### config.mk
export PLATFORM = sky130hd
export DESIGN_NAME = chanreg_top
export DESIGN_NICKNAME = d
export VERILOG_FILES = /design/src/rtl/chanreg_pkg.sv /design/src/rtl/chanreg_ctrl.sv /design/src/rtl/chanreg_dp.sv /design/src/rtl/chanreg_tick.sv /design/src/rtl/chanreg_top.sv
export SDC_FILE = /design/constraint.sdc
export NUM_CORES = 1
export LEC_CHECK = 0
export ABC_AREA = 1
export BUFFER_PORTS_ARGS = -buffer_cell sky130_fd_sc_hd__buf_2
export CORE_MARGIN = 2
export CORE_UTILIZATION = 27
export CTS_CLUSTER_DIAMETER = 60
export DETAILED_ROUTE_END_ITERATION = 8
export GPL_ROUTABILITY_DRIVEN = 0
export GPL_TIMING_DRIVEN = 0
export SLEW_MARGIN = 20
export SYNTH_ARGS = -nofsm -noshare
export SYNTH_HDL_FRONTEND = slang
export SYNTH_HIERARCHICAL = 1
export SYNTH_SLANG_ARGS = --single-unit
### constraint.sdc
create_clock -name clk -period 2.1 [get_ports clk]
set_input_delay 0.21 -clock clk [delete_from_list [all_inputs] [get_ports clk]]
set_output_delay 0.21 -clock clk [all_outputs]
set_load 0.03 [all_outputs]
### src/rtl/chanreg_pkg.sv
package chanreg_pkg;

  localparam int WORD_W     = 16;
  localparam int IRQ_PER_CH = 2;

  // command word bit positions
  localparam int CMD_IE_SET  = 2;
  localparam int CMD_IE_CLR  = 3;
  localparam int CMD_SF_SET  = 4;
  localparam int CMD_SF_CLR  = 5;
  localparam int CMD_TR_SET  = 8;
  localparam int CMD_TR_CLR  = 9;
  localparam int CMD_PG_SET  = 12;
  localparam int CMD_PG_CLR  = 13;
  localparam int CMD_PS_SET  = 14;
  localparam int CMD_PS_CLR  = 15;

  // status word bit positions
  localparam int STS_IE  = 2;
  localparam int STS_SF  = 4;
  localparam int STS_TA  = 6;
  localparam int STS_RDY = 7;
  localparam int STS_TR  = 8;
  localparam int STS_PG  = 12;
  localparam int STS_PS  = 14;

  // strobes from the command decoder to the datapath
  typedef struct packed {
    logic                  setIntEn;
    logic                  clrIntEn;
    logic                  setSub;
    logic                  clrSub;
    logic                  setTmr;
    logic                  clrTmr;
    logic                  setPage;
    logic                  clrPage;
    logic                  setPsw;
    logic                  clrPsw;
    logic [IRQ_PER_CH-1:0] clrIrq;
  } chanCmd_t;

endpackage

### src/rtl/chanreg_ctrl.sv
module chanreg_ctrl
  import chanreg_pkg::*;
(
  input  logic              wrEn,
  input  logic [WORD_W-1:0] wrData,
  input  logic              monitorMode,
  output chanCmd_t          cmd
);

  // clear requests always pass; a set only passes without its clear
  always_comb begin
    cmd = '0;
    if (wrEn) begin
      cmd.clrIntEn = wrData[CMD_IE_CLR];
      cmd.setIntEn = wrData[CMD_IE_SET] & ~wrData[CMD_IE_CLR];
      cmd.clrSub   = wrData[CMD_SF_CLR];
      cmd.setSub   = wrData[CMD_SF_SET] & ~wrData[CMD_SF_CLR];
      cmd.clrTmr   = wrData[CMD_TR_CLR];
      cmd.setTmr   = wrData[CMD_TR_SET] & ~wrData[CMD_TR_CLR];
      cmd.clrPage  = wrData[CMD_PG_CLR];
      cmd.setPage  = wrData[CMD_PG_SET] & ~wrData[CMD_PG_CLR];
      cmd.clrPsw   = wrData[CMD_PS_CLR];
      cmd.setPsw   = wrData[CMD_PS_SET] & ~wrData[CMD_PS_CLR] & monitorMode;
      cmd.clrIrq   = wrData[IRQ_PER_CH-1:0];
    end
  end

endmodule

### src/rtl/chanreg_dp.sv
module chanreg_dp
  import chanreg_pkg::*;
(
  input  logic                  clk,
  input  logic                  rstN,
  input  chanCmd_t              cmd,
  input  logic [IRQ_PER_CH-1:0] irqPulse,
  input  logic                  termActive,
  input  logic                  ready,
  output logic [WORD_W-1:0]     statusWord,
  output logic                  intEn,
  output logic                  subsysFlag,
  output logic                  timerRes,
  output logic                  pageSel,
  output logic [IRQ_PER_CH-1:0] irqLatch
);

  logic pswEn;

  function automatic logic nextBit(input logic cur, input logic setReq, input logic clrReq);
    if (clrReq)      return 1'b0;
    else if (setReq) return 1'b1;
    else             return cur;
  endfunction

  always_ff @(posedge clk) begin
    if (!rstN) begin
      intEn      <= 1'b0;
      subsysFlag <= 1'b0;
      timerRes   <= 1'b0;
      pageSel    <= 1'b0;
      pswEn      <= 1'b0;
    end else begin
      intEn      <= nextBit(intEn,      cmd.setIntEn, cmd.clrIntEn);
      subsysFlag <= nextBit(subsysFlag, cmd.setSub,   cmd.clrSub);
      timerRes   <= nextBit(timerRes,   cmd.setTmr,   cmd.clrTmr);
      pageSel    <= nextBit(pageSel,    cmd.setPage,  cmd.clrPage);
      pswEn      <= nextBit(pswEn,      cmd.setPsw,   cmd.clrPsw);
    end
  end

  // sticky interrupt latches; a fresh pulse outranks a clear
  for (genvar k = 0; k < IRQ_PER_CH; k++) begin : g_lat
    always_ff @(posedge clk) begin
      if (!rstN)            irqLatch[k] <= 1'b0;
      else if (irqPulse[k]) irqLatch[k] <= 1'b1;
      else if (cmd.clrIrq[k]) irqLatch[k] <= 1'b0;
    end
  end

  always_comb begin
    statusWord                   = '0;
    statusWord[IRQ_PER_CH-1:0]   = irqLatch;
    statusWord[STS_IE]           = intEn;
    statusWord[STS_SF]           = subsysFlag;
    statusWord[STS_TA]           = termActive;
    statusWord[STS_RDY]          = ready;
    statusWord[STS_TR]           = timerRes;
    statusWord[STS_PG]           = pageSel;
    statusWord[STS_PS]           = pswEn;
  end

endmodule

### src/rtl/chanreg_tick.sv
module chanreg_tick #(
  parameter int FAST_DIV = 32,
  parameter int SLOW_DIV = 256,
  localparam int FAST_W  = (FAST_DIV > 1) ? $clog2(FAST_DIV) : 1,
  localparam int SLOW_W  = (SLOW_DIV > 1) ? $clog2(SLOW_DIV) : 1
) (
  input  logic clk,
  input  logic rstN,
  output logic fastTick,
  output logic slowTick
);

  logic [FAST_W-1:0] fastCnt;
  logic [SLOW_W-1:0] slowCnt;
  logic fastWrap;
  logic slowWrap;

  assign fastWrap = (fastCnt == FAST_W'(FAST_DIV - 1));
  assign slowWrap = (slowCnt == SLOW_W'(SLOW_DIV - 1));

  always_ff @(posedge clk) begin
    if (!rstN) begin
      fastCnt  <= '0;
      slowCnt  <= '0;
      fastTick <= 1'b0;
      slowTick <= 1'b0;
    end else begin
      fastCnt  <= fastWrap ? '0 : fastCnt + 1'b1;
      fastTick <= fastWrap;
      slowTick <= fastTick & slowWrap;
      if (fastTick) slowCnt <= slowWrap ? '0 : slowCnt + 1'b1;
    end
  end

endmodule

### src/rtl/chanreg_top.sv
module chanreg_top
  import chanreg_pkg::*;
#(
  parameter int NUM_CH       = 4,
  parameter int CH_PER_LINE  = 2,
  parameter int FAST_DIV     = 32,
  parameter int SLOW_DIV     = 256,
  localparam int NUM_LINES   = NUM_CH / CH_PER_LINE
) (
  input  logic                         clk,
  input  logic                         rstN,
  input  logic [NUM_CH-1:0]            wrEn,
  input  logic [WORD_W-1:0]            wrData,
  input  logic [NUM_CH-1:0]            monitorMode,
  input  logic [NUM_CH-1:0]            termActive,
  input  logic [NUM_CH-1:0]            ready,
  input  logic [NUM_CH*IRQ_PER_CH-1:0] irqPulse,
  output logic [NUM_CH*WORD_W-1:0]     statusFlat,
  output logic [NUM_CH-1:0]            timerTick,
  output logic [NUM_CH-1:0]            pageSel,
  output logic [NUM_CH-1:0]            subsysFlag,
  output logic [NUM_LINES-1:0]         hostIrq
);

  logic fastTick;
  logic slowTick;
  logic [NUM_CH-1:0] chanIrq;

  chanreg_tick #(.FAST_DIV(FAST_DIV), .SLOW_DIV(SLOW_DIV)) u_tick (
    .clk      (clk),
    .rstN     (rstN),
    .fastTick (fastTick),
    .slowTick (slowTick)
  );

  for (genvar c = 0; c < NUM_CH; c++) begin : g_ch
    chanCmd_t              cmd;
    logic                  intEn;
    logic                  timerRes;
    logic [IRQ_PER_CH-1:0] irqLatch;

    chanreg_ctrl u_ctrl (
      .wrEn        (wrEn[c]),
      .wrData      (wrData),
      .monitorMode (monitorMode[c]),
      .cmd         (cmd)
    );

    chanreg_dp u_dp (
      .clk        (clk),
      .rstN       (rstN),
      .cmd        (cmd),
      .irqPulse   (irqPulse[c*IRQ_PER_CH +: IRQ_PER_CH]),
      .termActive (termActive[c]),
      .ready      (ready[c]),
      .statusWord (statusFlat[c*WORD_W +: WORD_W]),
      .intEn      (intEn),
      .subsysFlag (subsysFlag[c]),
      .timerRes   (timerRes),
      .pageSel    (pageSel[c]),
      .irqLatch   (irqLatch)
    );

    assign timerTick[c] = timerRes ? slowTick : fastTick;
    assign chanIrq[c]   = intEn & (|irqLatch);
  end

  for (genvar l = 0; l < NUM_LINES; l++) begin : g_line
    assign hostIrq[l] = |chanIrq[l*CH_PER_LINE +: CH_PER_LINE];
  end

endmodule

Word-level counts from Yosys, hierarchy flattened
Cells that the tools add are included.

Reduce and logical (&&, ||, !) cells: 35. Bitwise operators: 20. Add/subtract/negate cells: 2. Multiplexer cells: 25. Eq/ne operators: 2.

Operators by type and width (number): 2-bit OR reduction (27); 12-bit 2-to-1 mux (4); 1-bit 2-to-1 mux (20); 2-bit nonzero test (8); 1-bit AND (14); 8-bit by 1-bit adder with 8-bit output, second input constant (1); 8-bit equality test, second input constant (1); 8-bit 2-to-1 mux (1); 1-bit inverter (6); 5-bit by 1-bit adder with 5-bit output, second input constant (1); 5-bit equality test, second input constant (1).

Output and inout bits: 78. Bits of input ports: 42. Flip-flop bits (word level): 43.

Longest topological paths before layout
Gate-level depths: netlist of the first run.

Depth after elaboration: 6. Depth in mapped cells: 7.

By module
Netlist of the first run, hierarchy kept.

By module, submodules not included: chanreg_dp (sequential area each 140.1 µm², area each 369.1 µm², times used 4, cells an instance 43); chanreg_tick (sequential area each 300.3 µm², area each 624.3 µm², times used 1, cells an instance 78); chanreg_ctrl (sequential area each 0.0 µm², area each 123.9 µm², times used 4, cells an instance 27); chanreg_top (sequential area each 0.0 µm², area each 70.1 µm², times used 1, cells an instance 15).

Worst setup path after synthesis of the first run
No wires, ideal clock.

Kind: register to register. From: register u_tick.fastCnt[0]. To: register u_tick.fastCnt[3]. Path buffers: 0. Arrival time: 1.148 ns. Setup slack: 0.882 ns. Library setup time: 0.070 ns. Cell stages (with the launch flop): 8. Path through: dfxtp_1 -> ha_1 -> nand2_1 -> nor2_1 -> ha_1 -> nor2_1 -> o21ai_1 -> a21oi_1.

Cells in the longest elaborated chain, start to end: 2.

Ends and longest elaborated chain: start, declared (line chanreg_tick.sv:13) `logic [FAST_W-1:0] fastCnt;`; start signal, assigned (line chanreg_tick.sv:28) `fastCnt <= fastWrap ? '0 : fastCnt + 1'b1;`; 5-bit equality test (line chanreg_tick.sv:18) `assign fastWrap = (fastCnt == FAST_W'(FAST_DIV - 1));`; net u_tick.fastWrap (line chanreg_tick.sv:15) `logic fastWrap;`; 2-bit OR reduction (no line).

The timed path passes the listed nets, and every way through them passes these cells. A chain may end at the register's enable or synchronous reset.

Final worst setup path of the first run
From: register u_tick.fastTick. To: output port timerTick[2].

Cells in the longest elaborated chain, start to end: 1.

Ends and longest elaborated chain: start, declared (line chanreg_tick.sv:9) `output logic fastTick,`; start signal, assigned (line chanreg_tick.sv:29) `fastTick <= fastWrap;`; 1-bit 2-to-1 mux (line chanreg_top.sv:64) `assign timerTick[c] = timerRes ? slowTick : fastTick;`; end, declared (line chanreg_top.sv:19) `output logic [NUM_CH-1:0] timerTick,`.

Every way passes these cells.

==> summary.txt, run 1 <==
Floorplan
  – CORE AREA: just under 0.01 mm2
  – Rows: 36
  – Starting Density: 0.275
  – Die Span X: ~100 um
  – Die Span Y: ~100 um
  – I/O pins: 120
  – Die ar.: between 0.01 and 0.015 mm2

Power
  – Pleak: 0.00199 uW
  – Peak supply drop: 281 uV
  – Register share of total power: 0.432
  – Total power: 2010 uW
  – Logic pwr share: 0.232
  – Switching share of power: 0.302
  – Internal: between 1000 and 1500 uW
  – Sw Pwr: a little over 600 uW
  – Power per Cell Area: 584 mW/mm2
  – Clock Power Share: 0.335

Finish
  – Finished Layout Cells: 617
  – Layout cell share with drive strength beyond 1: 0.444
  – Final nets: 528
  – Synth-to-Final Area Change: 28.9%
  – # diodes: 0

Yosys
  – Number of synthesized flops with an enable pin: 0
  – Synth Area in XOR/XNOR: 0.00657
  – Post-synthesis simple-gate area fraction: 0.320
  – Syn Inst Count: approximately 370
  – Mux contribution to synthesized area: 0
  – Most common flop cell mapped by yosys: dfxtp_1
  – Top cell type's share of synthesized area: 0.323
  – Area leader, netlist: dfxtp_1
  – Top cells by area, synth: dfxtp_1, buf_4, nand2_1, inv_1, nor3_2
  – Ys Warns: 6
  – Compound-cell area share of the yosys netlist: 0.0427
  – #FFs+latches synth: 43
  – Synth async-reset ratio: 0
  – Adder-Cell Fraction of Synth Area: 0.0141
  – Sequential fraction of the synthesis area: 0.323
  – Distinct cells, synth: 23
  – Largest family of logic cells by synthesized area: simple AND/OR/NAND/NOR gates
  – Most numerous cell in the Yosys netlist: nand2_1
  – Post-synth top cells: nand2_1, buf_4, inv_1
  – Syn Area/Cell: slightly above 7 um2
  – Syn Std Cell Area: between 0.002 and 0.003 mm2

Timing
  – Max-slew violation count: 0
  – Setup TNS: 0 ps
  – Worst Hold Slack: about 150 ps
  – Period utilization: 0.703
  – Final hold viol count: 0
  – Crit path time final: 1480 ps
  – Unrepaired setup endpoints after global routing: false
  – Fmax: 0.677 GHz
  – Final Skew: around 9 ps
  – Final setup viols: 0

Global routing
  – Largest net degree at the start of global routing: 14
  – Global-route wire length before repair: approximately 8.7 mm
  – GRT overflow: 0
  – Initial antenna violation count: 0
  – Number of global-route vias before repair: 1895
  – GRT Util Overall: 0.105

Route
  – Post-route DRC violation count: 0
  – Routed wire length: ~5.6 mm
  – DRT iter0 DRCs: 53
  – Via count: between 2000 and 2500
  – Drt first pass iters: 4
  – Post-route ant nets: 0
  – Wirelength per Cell: about 9 um
  – Routed vias/inst: ~3.7

Placement
  – DP Cell Count: 609
  – IO buf count: just under 80
  – Hpwl dp: roughly 4.5 mm

Run status
  – Status: finished clean

Clock tree
  – CTS tree: done
  – Num CTS Buffers: 5
  – Reg clk slew, reported paths: 90 ps
  – Hold_buf cts: 0
  – Clock tree buffer depth: 2
  – CTS H-Tree Depth: 2
  – Setup Buffers After CTS: 0
  – Skew-Pair Late Insertion Delay: about 290 ps
  – Clk sinks: 43
  – CTS root buf: clkbuf_8
  – CTS-repair resized insts: 0

Setup path
  – Nature of the critical path startpoint: flop
  – Crit path capture type: output port
  – Critical path arrival: around 1300 ps
  – Crit path max fanout: 7
  – Worst Path Required: approximately 1900 ps
  – Critical setup path kind: reg2out

Job
  – Max Cap Viol: 0

Hold path
  – Hold/Removal Path Class: in2reg
==> logic make-up (layout without fill, tap and decap cells) <==
logic type / Yosys count / in the layout
compound gates: 22 / 22
xor+xnor: 2 / 2
fa+ha+maj: 3 / 3
buf+inv: 133 / 220
flops: 43 / 43
other cells: 4 / 28
simple gates: 166 / 166
==> flip-flops by register name, indices dropped and copies added, names as in the netlist <==
register	count
g_ch.u_dp/intEn	4
g_ch.u_dp/irqLatch	8
g_ch.u_dp/pageSel	4
g_ch.u_dp/pswEn	4
g_ch.u_dp/subsysFlag	4
g_ch.u_dp/timerRes	4
u_tick/fastCnt	5
u_tick/fastTick	1
u_tick/slowCnt	8
u_tick/slowTick	1
==> metrics by stage <==
step            util  instance area, um2  setup WS [ps]
2_1_floorplan      -                2760            882
6_report       0.355                3440            623
3_5_place_dp   0.343                3320            792
5_1_grt        0.355                3440            536
4_1_cts        0.355                3440            605
3_3_place_gp   0.343                3320            807
==> worst max-delay path: stages, from the launching register on <==
cell,delay (ps)
dfxtp_1,490
inv_2,120
o21ai_1,140
buf_2,210
==> power by group through the flow <==
| stage | registers (uW) | logic [uW] | clock network (uW) |
|---|---|---|---|
| floorplan | 893 | 346 | 0 |
| global placement | 886 | 463 | 0 |
| detailed placement | 888 | 468 | 0 |
| CTS | 869 | 469 | 708 |
| global route | 873 | 512 | 748 |
| finish | 868 | 466 | 673 |
==> cell type report <==
class	count	area, um2
Tap cell	133	166
Clock buffer	6	82.6
Fill cell	1043	6250
Sequential cell	43	861
Inverter	65	244
Multi-Input combinational cell	221	1130
Clock inverter	2	35.0
Buffer	68	526
Timing Repair Buffer	79	395
==> final timing paths <==
check                         start                       end  slack (ps)  cells after the start
hold / removal          irqPulse[7]  g_ch[3].u_dp/irqLatch[1]         150                      3
hold reg to reg   u_tick/fastCnt[0]         u_tick/fastCnt[0]         450                      1
setup reg to reg  u_tick/fastCnt[0]         u_tick/fastCnt[3]         780                      7
setup / recovery    u_tick/fastTick              timerTick[2]         620                      3
==> placed cells by master (no fill, tap or decap) <==
cell       instances
a21oi_1           12
buf_2             79
buf_4             64
buf_6              4
bufinv_16          1
clkbuf_8           6
clkinv_1           1
clkinv_2           1
conb_1            28
dfxtp_1           43
ha_1               3
inv_1             56
inv_2              8
nand2_1           67
nand2_2           14
nand3_1            3
nand3_2            2
nand4_1            1
nor2_1            42
nor2_2            13
nor2_4             2
nor3_1             2
nor3_2            20
o21ai_0            1
o21ai_1            8
o21ai_2            1
xnor2_1            2
==> metal layers <==
layer	GRT usage	wire, um	vias up
met3	0.0296	287	6
met2	0.179	2610	67
met4	0.0263	56	0
met1	0.132	2620	975
met5	0	0	-
li1	-	-	1237
Power figures use the tool's default switching activity.
==> run 2: changes to the inputs <==
==> constraint.sdc (replaced) <==
create_clock -name clk -period 1.4 [get_ports clk]
set_input_delay 0.14 -clock clk [delete_from_list [all_inputs] [get_ports clk]]
set_output_delay 0.14 -clock clk [all_outputs]
set_load 0.03 [all_outputs]
==> run 2 against run 1 <==
Hold slack worse by 70 ps. Non-clock buffer count stayed put. Setup slack worse by 520 ps. Via count is 0.13% lower.
==> summary.txt, run 2 (synthesis results as in run 1) <==
Global routing
  – Global-route wire length before repair: 8.67 mm
  – Initial antenna violation count: 0
  – GRT Util Overall: 0.105
  – Largest net degree at the start of global routing: 14
  – GRT overflow: 0
  – Number of global-route vias before repair: roughly 1900

Finish
  – Final nets: roughly 530
  – # diodes: 0
  – Multi-input combinational cell area: approximately 0.0011 mm2
  – Sequential cell area: ~860 um2
  – Fin util: 0.355
  – Finished Layout Cells: between 600 and 700
  – Top flop regs: g_ch.u_dp/irqLatch (8), u_tick/slowCnt (8), u_tick/fastCnt (5)
  – Highest-count cells in the layout ignoring fill and taps: buf_2, nand2_1, buf_4, inv_1, dfxtp_1
  – Commonest non-fill, non-tap cell in the layout: buf_2
  – Layout cell share with drive strength beyond 1: 0.448
  – Synth-to-Final Area Change: 29.0%
  – FILL cells: roughly 1000

Route
  – Routed vias/inst: between 3 and 4
  – WL met2: 2.61 mm
  – Via count: between 2000 and 2500
  – Routed wl met3: ~290 um
  – DRT iter0 DRCs: 58
  – Drt first pass iters: 4
  – Post-route DRC violation count: 0
  – Routed wire length: roughly 5.6 mm
  – Top Metal Used: met4
  – Met1 Routed Length: between 2 and 3 mm
  – Wirelength per Cell: about 9 um
  – Post-route ant nets: 0

Power
  – Pleak: approximately 0.0020 uW
  – Power per Cell Area: 875 mW/mm2
  – Peak supply drop: between 400 and 500 uV

Clock tree
  – Hold_buf cts: 0
  – CTS tree: done
  – Reg clk slew, reported paths: approximately 90 ps
  – CTS H-Tree Depth: 2
  – CTS root buf: clkbuf_8
  – Clock tree buffer depth: 2
  – Clk sinks: 43
  – Num CTS Buffers: 5
  – Skew-Pair Late Insertion Delay: approximately 290 ps

Floorplan
  – Starting Density: 0.275
  – CORE AREA: 0.00968 mm2
  – I/O pins: 120
  – Rows: 36
  – Die ar.: between 0.01 and 0.015 mm2
  – Die Span Y: between 100 and 150 um
  – Die Span X: between 100 and 150 um

Setup path
  – Worst Path Required: around 1300 ps
  – Crit path capture type: output port
  – CP Cell Sequence: inv_2 -> o21ai_1 -> buf_2
  – Crit path largest cell delay: about 420 ps
  – Crit path launch: u_tick/fastTick
  – Critical path arrival: between 1000 and 1500 ps
  – Critical setup path kind: reg2out
  – Worst R2R Start: u_tick/fastCnt[0]
  – Nature of the critical path startpoint: flop
  – CP max stage cell: dfxtp_2
  – Crit path max fanout: 7

Hold path
  – Hold/Removal Path Class: in2reg
  – Hold Startpoint: irqPulse[7]

Timing
  – Crit path time final: between 1000 and 1500 ps
  – Final hold viol count: 0
  – Fmax: between 0.7 and 0.8 GHz
  – Max-slew violation count: 0
  – Period utilization: 0.923
  – Final setup viols: 0
  – Worst Hold Slack: about 80 ps
  – Final Skew: just over 9 ps

Placement
  – Hpwl dp: 4.52 mm
  – DP Cell Count: 609
  – IO buf count: 79

Run status
  – Status: finished clean

Job
  – Max Cap Viol: 0
run 2: cell counts in the layout (fill, tap and decap cells not counted):
Identical to the previous run, type by type.
run 2: metrics by stage:
step           cell area, um2  total power, uW  TNS, ps  setup slack [ps]
3_3_place_gp             3320             2020        0               107
3_5_place_dp             3320             2030        0              92.3
6_report                 3440             3010        0               108
4_1_cts                  3440             3070        0              69.7
5_1_grt                  3440             3200   -0.385            -0.385
2_1_floorplan            2760             1860        0               182
run 2: final cells by class:
cell class,count,share of cell area
clock buffers,6,0.0240
repair buffers,79,0.115
inverters,65,0.0709
flip-flops and latches,43,0.251
multi-input cells,221,0.328
plain buffers,68,0.153
well taps,133,0.0484
clock inverters,2,0.0102
run 2: where the power goes:
group	switching, uW	internal, uW	total (uW)
clock	433	578	1010
combinational	441	258	699
sequential	34.6	1270	1300
run 2: critical path, delay by kind of cell (launching register included):
| family | cells | cell delay (ps) |
|---|---|---|
| AOI/OAI and AO/OA | 1 | 130 |
| buffers and inverters | 2 | 300 |
| DFF | 1 | 420 |
run 2: layer usage:
layer,vias up,track usage
li1,1237,-
met1,970,0.132
met2,69,0.179
met3,6,0.0296
met4,0,0.0263
met5,-,0
run 2: timing repair:
item,4_1_cts,5_1_grt
resized for setup,1,1
endpoints found under the setup margin,1,5
buffers inserted,0,0
run 2: worst paths after layout:
kind	endpoint	slack (ps)	cells after the start
setup / recovery	timerTick[2]	110	3
hold / removal	g_ch[3].u_dp/irqLatch[1]	80	3
setup reg to reg	u_tick/fastCnt[3]	130	7
hold reg to reg	u_tick/fastCnt[0]	450	1
==> run 3: changes to the inputs <==
==> constraint.sdc (replaced) <==
create_clock -name clk -period 1.3 [get_ports clk]
set_input_delay 0.13 -clock clk [delete_from_list [all_inputs] [get_ports clk]]
set_output_delay 0.13 -clock clk [all_outputs]
set_load 0.03 [all_outputs]
==> run 3 against run 2 <==
Largest cell class unchanged. Highest routed layer unchanged. Die area is the same. Core utilization is 0.15 points higher. Critical path type unchanged. Final area up 0.44%. Via count up 0.35%.
==> summary.txt, run 3 (synthesis results as in run 1) <==
Run status
  – Status: finished clean

Floorplan
  – CORE AREA: ~0.0097 mm2
  – Die ar.: between 0.01 and 0.015 mm2
  – Rows: 36
  – Die Span X: approximately 100 um
  – Starting Density: 0.275
  – Die Span Y: 103 um
  – I/O pins: 120

Job
  – Max Cap Viol: 0

Setup path
  – Crit path capture type: output port
  – Crit path max fanout: 7
  – Worst Path Required: 1170 ps
  – Worst R2R Start: u_tick/fastCnt[0]
  – Nature of the critical path startpoint: flop
  – Worst path top cell family by delay: flip-flops
  – Critical path depth: 3
  – Worst R2R Path Depth: 7
  – CP Cell Sequence: inv_2 -> o21ai_1 -> buf_2
  – CP bufs+invs: 2
  – CP max stage cell: dfxtp_4
  – Worst reg-to-reg setup slack: 110 ps
  – Critical path arrival: 1090 ps
  – Critical setup path kind: reg2out
  – Crit path largest cell delay: approximately 400 ps
  – Reg2reg end: u_tick/fastCnt[3]

Timing
  – Final Skew: ~9.7 ps
  – Min setup slack post-route: 79.8 ps
  – Max-slew violation count: 0
  – Final hold viol count: 0
  – Period utilization: 0.939
  – Setup TNS: 0 ps
  – Worst Hold Slack: between 60 and 70 ps
  – Final setup viols: 0
  – Crit path time final: ~1200 ps
  – Fmax: 0.820 GHz

Finish
  – Highest-count cells in the layout ignoring fill and taps: buf_2, nand2_1, buf_4, inv_1, nor2_1
  – Layout cell share with drive strength beyond 1: 0.459
  – Top flop regs: g_ch.u_dp/irqLatch (8), u_tick/slowCnt (8), u_tick/fastCnt (5)
  – Final nets: 528
  – Synth-to-Final Area Change: 29.6%
  – # diodes: 0
  – Fin util: 0.357
  – Commonest non-fill, non-tap cell in the layout: buf_2

Power
  – Switching share of power: 0.302
  – Register share of total power: 0.432
  – Power per Cell Area: about 940 mW/mm2
  – Sw Pwr: about 980 uW
  – Clock Power Share: 0.335
  – Pleak: roughly 0.002 uW
  – Logic pwr share: 0.233
  – Peak supply drop: between 400 and 500 uV
  – Internal: 2260 uW

Clock tree
  – Hold_buf cts: 0
  – Clock tree buffer depth: 2
  – CTS H-Tree Depth: 2
  – CTS root buf: clkbuf_8
  – Reg clk slew, reported paths: 90 ps
  – Setup Buffers After CTS: 0
  – Skew-Pair Late Insertion Delay: around 290 ps
  – CTS tree: done
  – Clk sinks: 43
  – Num CTS Buffers: 5

Route
  – Via count: roughly 2300
  – Routed vias/inst: between 3 and 4
  – DRT iter0 DRCs: between 50 and 60
  – Post-route DRC violation count: 0
  – Post-route ant nets: 0
  – Drt first pass iters: 4
  – Routed wire length: 5.60 mm
  – Wirelength per Cell: between 9 and 10 um

Global routing
  – Initial antenna violation count: 0
  – Number of global-route vias before repair: 1899
  – GRT Util Overall: 0.106
  – Largest net degree at the start of global routing: 14
  – GRT overflow: 0
  – Global-route wire length before repair: just under 9 mm

Hold path
  – Hold/Removal Path Class: in2reg
  – Hold Crit Depth: 3
  – Hold Startpoint: irqPulse[7]
  – Hold path endpoint: g_ch[3].u_dp/irqLatch[1]

Placement
  – IO buf count: 79
  – Hpwl dp: 4.52 mm
  – Setup WS pre-CTS: -7.65 ps
## run 3: timing repair
action                                  in CTS  in global routing
endpoints found under the setup margin       5                 13
pin swaps                                    0                  1
cloned                                       0                  0
resized for setup                            3                  6
## run 3: cell type report
class / instances / area [um2]
fill: 1049 / 6230
timing repair buffer: 79 / 398
inverter: 65 / 244
clock inverter: 2 / 35.0
sequential: 43 / 867
buffer: 68 / 526
tap: 133 / 166
multi-input combinational: 221 / 1140
clock buffer: 6 / 82.6
## run 3: how the worst max path moves through the flow
stage	from	endpoint	slack (ps)
floorplan	u_tick/fastCnt[0]	u_tick/fastCnt[3]	80
global route	g_ch[3].u_dp/timerRes	timerTick[3]	-0.02
global placement	u_tick/fastCnt[0]	u_tick/fastCnt[3]	7
finish	u_tick/fastTick	timerTick[0]	80
CTS	u_tick/fastCnt[0]	u_tick/fastCnt[3]	20
detailed placement	u_tick/fastCnt[0]	u_tick/fastCnt[3]	-8
## run 3: stage by stage
step / cells / area, um2 / total power (uW)
3_3_place_gp: 609 / 3320 / 2180
4_1_cts: 617 / 3440 / 3300
2_1_floorplan: 397 / 2760 / 2000
3_5_place_dp: 609 / 3320 / 2190
5_1_grt: 617 / 3450 / 3450
6_report: 617 / 3450 / 3240
## run 3: power groups by stage
stage	clock (uW)	combinational (uW)	sequential, uW
after global routing	1210	830	1410
after global placement	0	748	1430
final	1090	755	1400
after floorplan	0	559	1440
after CTS	1140	758	1400
after detailed placement	0	756	1430
## run 3: tightest hold or removal path: stages
cell,delay (ps)
buf_2,90
inv_1,40
a21oi_1,50
## run 3: routing by layer
| layer | global-route usage | up-vias | wire, um |
|---|---|---|---|
| li1 | - | 1236 | - |
| met1 | 0.132 | 979 | 2610 |
| met2 | 0.179 | 69 | 2640 |
| met3 | 0.0296 | 6 | 287 |
| met4 | 0.0263 | 0 | 56 |
| met5 | 0 | - | 0 |
